===== src/rtl/amp_fault_latch.sv =====
module amp_fault_latch #(
  parameter int CODE_W      = 12,
  parameter int OFS_LIM_DEF = 50,
  parameter int RAIL_NOM    = 1200,
  parameter int UV_PCT      = 85,
  parameter int OT_LIM_DEF  = 80
) (
  input  logic                     clk,
  input  logic                     rst_n,
  input  logic                     ofs_vld,
  input  logic signed [CODE_W-1:0] ofs_code,
  input  logic                     rail_vld,
  input  logic [CODE_W-1:0]        rail_code,
  input  logic                     temp_vld,
  input  logic [CODE_W-1:0]        temp_code,
  input  logic                     lim_wr,
  input  logic [1:0]               lim_sel,
  input  logic [CODE_W-1:0]        lim_data,
  input  logic                     clr_i,
  output logic                     stage_en_o,
  output logic                     fault_o,
  output logic [2:0]               cause_o
);

  localparam logic [CODE_W-1:0] OFS_DEF = CODE_W'(OFS_LIM_DEF);
  localparam logic [CODE_W-1:0] UV_DEF  = CODE_W'(RAIL_NOM * UV_PCT / 100);
  localparam logic [CODE_W-1:0] OT_DEF  = CODE_W'(OT_LIM_DEF);

  logic [CODE_W-1:0] lim_ofs, lim_uv, lim_ot;
  logic [CODE_W-1:0] ofs_mag;
  logic [2:0] hit, vld, trip, act_q, seen_q;
  logic       fault_q, clr_ok;

  assign ofs_mag = ofs_code[CODE_W-1] ? $unsigned(-ofs_code) : $unsigned(ofs_code);
  assign hit     = {temp_code > lim_ot, rail_code < lim_uv, ofs_mag > lim_ofs};
  assign vld     = {temp_vld, rail_vld, ofs_vld};
  assign trip    = hit & vld;
  assign clr_ok  = clr_i && (act_q == 3'b000);

  always_ff @(posedge clk or negedge rst_n) begin
    if (!rst_n) begin
      lim_ofs <= OFS_DEF;
      lim_uv  <= UV_DEF;
      lim_ot  <= OT_DEF;
    end else if (lim_wr) begin
      case (lim_sel)
        2'd0:    lim_ofs <= lim_data;
        2'd1:    lim_uv  <= lim_data;
        2'd2:    lim_ot  <= lim_data;
        default: ;
      endcase
    end
  end

  always_ff @(posedge clk or negedge rst_n) begin
    if (!rst_n) begin
      act_q   <= '0;
      seen_q  <= '0;
      fault_q <= 1'b0;
      cause_o <= '0;
    end else begin
      act_q   <= (act_q & ~vld) | trip;
      seen_q  <= seen_q | (vld & ~hit);
      fault_q <= (fault_q & ~clr_ok) | (|trip);
      cause_o <= (clr_ok ? 3'b000 : cause_o) | trip;
    end
  end

  assign fault_o    = fault_q;
  assign stage_en_o = (&seen_q) & ~fault_q;

  assert_en_off_in_fault_R7: assert property (@(posedge clk) disable iff (!rst_n)
    fault_o |-> !stage_en_o);
  assert_latch_holds_R7: assert property (@(posedge clk) disable iff (!rst_n)
    fault_o && !clr_i |=> fault_o);
  assert_cause_tracks_fault_R8: assert property (@(posedge clk) disable iff (!rst_n)
    fault_o == (cause_o != 3'b000));
  assert_ofs_trip_R3: assert property (@(posedge clk) disable iff (!rst_n)
    ofs_vld && (ofs_mag > lim_ofs) |=> fault_o && cause_o[0]);
  assert_uv_trip_R4: assert property (@(posedge clk) disable iff (!rst_n)
    rail_vld && (rail_code < lim_uv) |=> fault_o && cause_o[1]);
  assert_ot_trip_R5: assert property (@(posedge clk) disable iff (!rst_n)
    temp_vld && (temp_code > lim_ot) |=> fault_o && cause_o[2]);
  assert_no_strobe_stable_R6: assert property (@(posedge clk) disable iff (!rst_n)
    !ofs_vld && !rail_vld && !temp_vld && !clr_i |=> $stable(fault_o) && $stable(cause_o));
  assert_clear_blocked_R9: assert property (@(posedge clk) disable iff (!rst_n)
    fault_o && clr_i && (act_q != 3'b000) |=> fault_o);
  assert_causes_sticky_R8: assert property (@(posedge clk) disable iff (!rst_n)
    !clr_i |=> ((cause_o & $past(cause_o)) == $past(cause_o)));

endmodule


===== config.mk =====
export PLATFORM = sky130hd
export DESIGN_NAME = amp_fault_latch
export DESIGN_NICKNAME = d
export VERILOG_FILES = /design/src/rtl/amp_fault_latch.sv
export SDC_FILE = /design/constraint.sdc
export NUM_CORES = 1
export LEC_CHECK = 0
export BUFFER_PORTS_ARGS = -buffer_cell sky130_fd_sc_hd__buf_2
export CORE_MARGIN = 10
export CORE_UTILIZATION = 50
export CTS_BUF_LIST = sky130_fd_sc_hd__clkbuf_8
export DETAILED_ROUTE_END_ITERATION = 8
export PLACE_DENSITY = 0.77
export SLEW_MARGIN = 20
export SYNTH_ARGS = -nofsm -noshare
export SYNTH_HDL_FRONTEND = slang
export SYNTH_SLANG_ARGS = --single-unit
export TNS_END_PERCENT = 50

===== constraint.sdc =====
create_clock -name clk -period 1.8 [get_ports clk]
set_input_delay 0.36 -clock clk [delete_from_list [all_inputs] [get_ports clk]]
set_output_delay 0.36 -clock clk [all_outputs]
set_load 0.03 [all_outputs]

==> results.json <==
{
  "wire_per_inst_um": 15.3,
  "syn-cell-area_mm2": 0.00284,
  "cp-start-kind": "primary input",
  "nFillCells": 425,
  "grt_usage": 0.155,
  "core_area_mm2": 0.00551,
  "dieArea_mm2": 0.00909,
  "place_area_mm2": 0.00338,
  "outcome": "complete, but fails checks",
  "drtAntennaViolNets": 0,
  "holdBufCountCts": 0,
  "grt_pass1_wl_um": 11100,
  "hold_class": "primary input to asynchronous set/reset pin",
  "finalNonFillerCells": 437,
  "finalCriticalPeriod_ns": 2.10,
  "routed_wirelength_um": 6670,
  "drt_iter0_markers": 104,
  "slowest_delay_ns": 0.43,
  "ir_drop_mv": 0.555,
  "violations": "negative setup slack",
  "drc": 0,
  "grt_max_degree": 24,
  "power.leakage_uw": 0.00177,
  "rsz0062_at_grt": "yes",
  "fp.dieH_um": 95.4,
  "finClkSkew_ns": 0.00987,
  "yosys.area.top_type": "dfrtp_1",
  "io-pin-count": 62,
  "synthCells": 276,
  "synth_warnings": 0,
  "fin_area_mm2": 0.00367,
  "critPathMostFrequentCell": "nand4_1",
  "fin_crit_sh": 1.17,
  "synth.distinct_cells": 37,
  "antenna_found_initial": 0,
  "avgSynthCellArea_um2": 10.3,
  "hold_viol": 0,
  "critical_path_buf_inv_count": 2,
  "p_per_area_mw_per_mm2": 871,
  "drt_first_pass_iters": 5,
  "worst_slew_pin_slew_ns": 0.524,
  "cts.sinks": 46,
  "timing.final.ws_setup_ns": -0.303,
  "die_x_um": 95.4,
  "synth_top_cell_area_share": 0.291,
  "crit_family": "simple AND/OR/NAND/NOR gates",
  "yosys-top-cells-area": "dfrtp_1 29%, ha_1 16%, dfstp_2 12%",
  "clk_pin_slew_ns": 0.09,
  "synthesis.nets": 369,
  "relSlewSlack": 0.650,
  "numCtsBuffers": 5,
  "cp.required_ns": 1.99,
  "endpoint_kind": "register",
  "crit_cells": 11,
  "setup_violations": 5,
  "cp_cell_sequence": "buf_8, nor4_4, buf_4, nand2_1, o21ai_2, xnor2_1, ha_1, nand4_1, or3_4, o311ai_4, nand4_1",
  "grt_pass1_vias": 2492,
  "initial_core_util": 0.516,
  "cts_buffer_depth": 2,
  "cp_slowest_cell": "or3_4",
  "yosysSeqAreaShare": 0.411,
  "critical_path_peak_fanout": 3,
  "fmax_mhz": 475,
  "num_rows": 27,
  "drive_above_1_share": 0.430,
  "dp_worst_setup_slack_ns": -0.762,
  "clk_latency_ns": 0.31,
  "ff2ff_path_depth": 7,
  "viasPerCell": 5.19,
  "crit_type": "primary input to register",
  "cts_tree": "done",
  "hpwl_um": 5310,
  "diodes": 0,
  "area_delta_synth_final_pct": 29.2,
  "fin_setup_tns_ns": -1.10,
  "gp_congestion": 0.760,
  "nets": 457,
  "h-tree-depth": 2,
  "vias": 2270,
  "maxSlewViolCount": 0,
  "post-place-cells": 423,
  "maxCapViolCount": 0,
  "grt-ovfl-total": 0,
  "hold_ws_ns": 0.00998,
  "io_buffers": 61,
  "clk_root_buffer_cell": "clkbuf_8",
  "cp.arrival_ns": 2.29,
  "ys_seq_elements": 46
}
## final timing paths
path	start	end	slack [ns]
max	ofs_code[4]	fault_o	-0.30
min	rst_n	lim_ot[8]	0.01
max reg2reg	lim_ofs[1]	fault_o	-0.15
min reg2reg	seen_q[1]	seen_q[1]	0.46
max in group asynchronous	rst_n	lim_ofs[4]	1.14
min in group clk	temp_vld	register	0.25
## registers in the layout, summed over array words and instances, names as in the netlist, named ones only
| register | flops |
|---|---|
| cause_o | 3 |
| fault_o | 1 |
| lim_ofs | 12 |
| lim_ot | 12 |
| lim_uv | 12 |
| seen_q | 3 |
## area by class of cell
type / count / area, um^2 / share of cell area
clock buffer: 5 / 68.8 / 0.0188
clock inverter: 3 / 25.0 / 0.00682
inverter: 40 / 153 / 0.0416
multi-input combinational: 185 / 1640 / 0.447
sequential: 46 / 1170 / 0.318
tap: 72 / 90.1 / 0.0246
timing repair buffer: 86 / 524 / 0.143
## through the flow
stage,util,total power (uW)
after floorplan,-,2070
after global placement,0.613,2380
after detailed placement,0.613,2450
after CTS,0.656,3170
after global routing,0.666,3440
final,0.666,3190
## layout by cell type, fill, tap and decap left out, drive strengths merged, types with 4 or more instances in the layout
cell type  count
buf           86
inv           41
a21oi         11
dfstp         13
nand3          4
ha            36
clkbuf         5
nand2         28
o21ai         20
xnor2          9
dfrtp         33
nand4         10
a21o           5
mux2          25
## metal layers
layer  share of wire  vias up  GRT usage
li1                -     1140          -
met1            0.41     1070      0.176
met2            0.51       51      0.267
met3           0.062        9     0.0518
met4           0.017        0     0.0499
met5               0        -          0
## synthesized netlist by cell type
cell type / instances
nor3_1: 3
clkbuf_1: 2
o31ai_1: 2
o41ai_2: 1
o21ai_0: 19
o31ai_2: 1
o41ai_1: 1
nor3b_1: 1
o311ai_2: 1
nand2_2: 1
nor2b_1: 3
dfstp_2: 13
o211ai_1: 3
nand4_1: 10
inv_1: 40
nor2_1: 3
nor4_4: 1
ha_1: 36
o21ai_1: 1
a21o_1: 5
xnor2_1: 9
dfrtp_1: 33
mux2_2: 25
and4bb_2: 1
nand3b_1: 2
and4b_1: 2
nand2b_1: 2
o21a_1: 2
nor3b_2: 1
a22o_1: 1
a211oi_1: 3
nand2_1: 27
nand3_1: 4
a211o_1: 1
buf_2: 3
a21oi_1: 11
or3_1: 2
## logic make-up (layout without fill, tap and decap cells)
| logic type | after synthesis | after routing | synth area share |
|---|---|---|---|
| buffers and inverters | 45 | 134 | 0.0608 |
| XOR/XNOR | 9 | 9 | 0.0278 |
| adder cells (fa/ha/maj) | 36 | 36 | 0.159 |
| flip-flops | 46 | 46 | 0.411 |
| AND/OR/NAND/NOR | 63 | 63 | 0.123 |
| multiplexers | 25 | 25 | 0.0992 |
| AO/OA/AOI/OAI | 52 | 52 | 0.119 |
## worst reg2reg max path, cell delays in order, from the launching register on
cell	delay [ns]
dfstp_2	0.53
inv_1	0.05
ha_1	0.30
nor2b_1	0.13
o211ai_1	0.28
a211oi_4	0.13
o311ai_4	0.27
nand4_1	0.14
## where the power goes
group          internal, uW  switching [uW]
Sequential             1280            86.2
Clock                   281             383
Combinational           527             641
## repair_timing
item                       in CTS  in global routing
setup buffers                   5                  1
setup endpoints to repair       7                  9
pin swaps                      25                 11
gates resized for setup        23                 11
No activity file was read; power rests on OpenSTA's default activity.
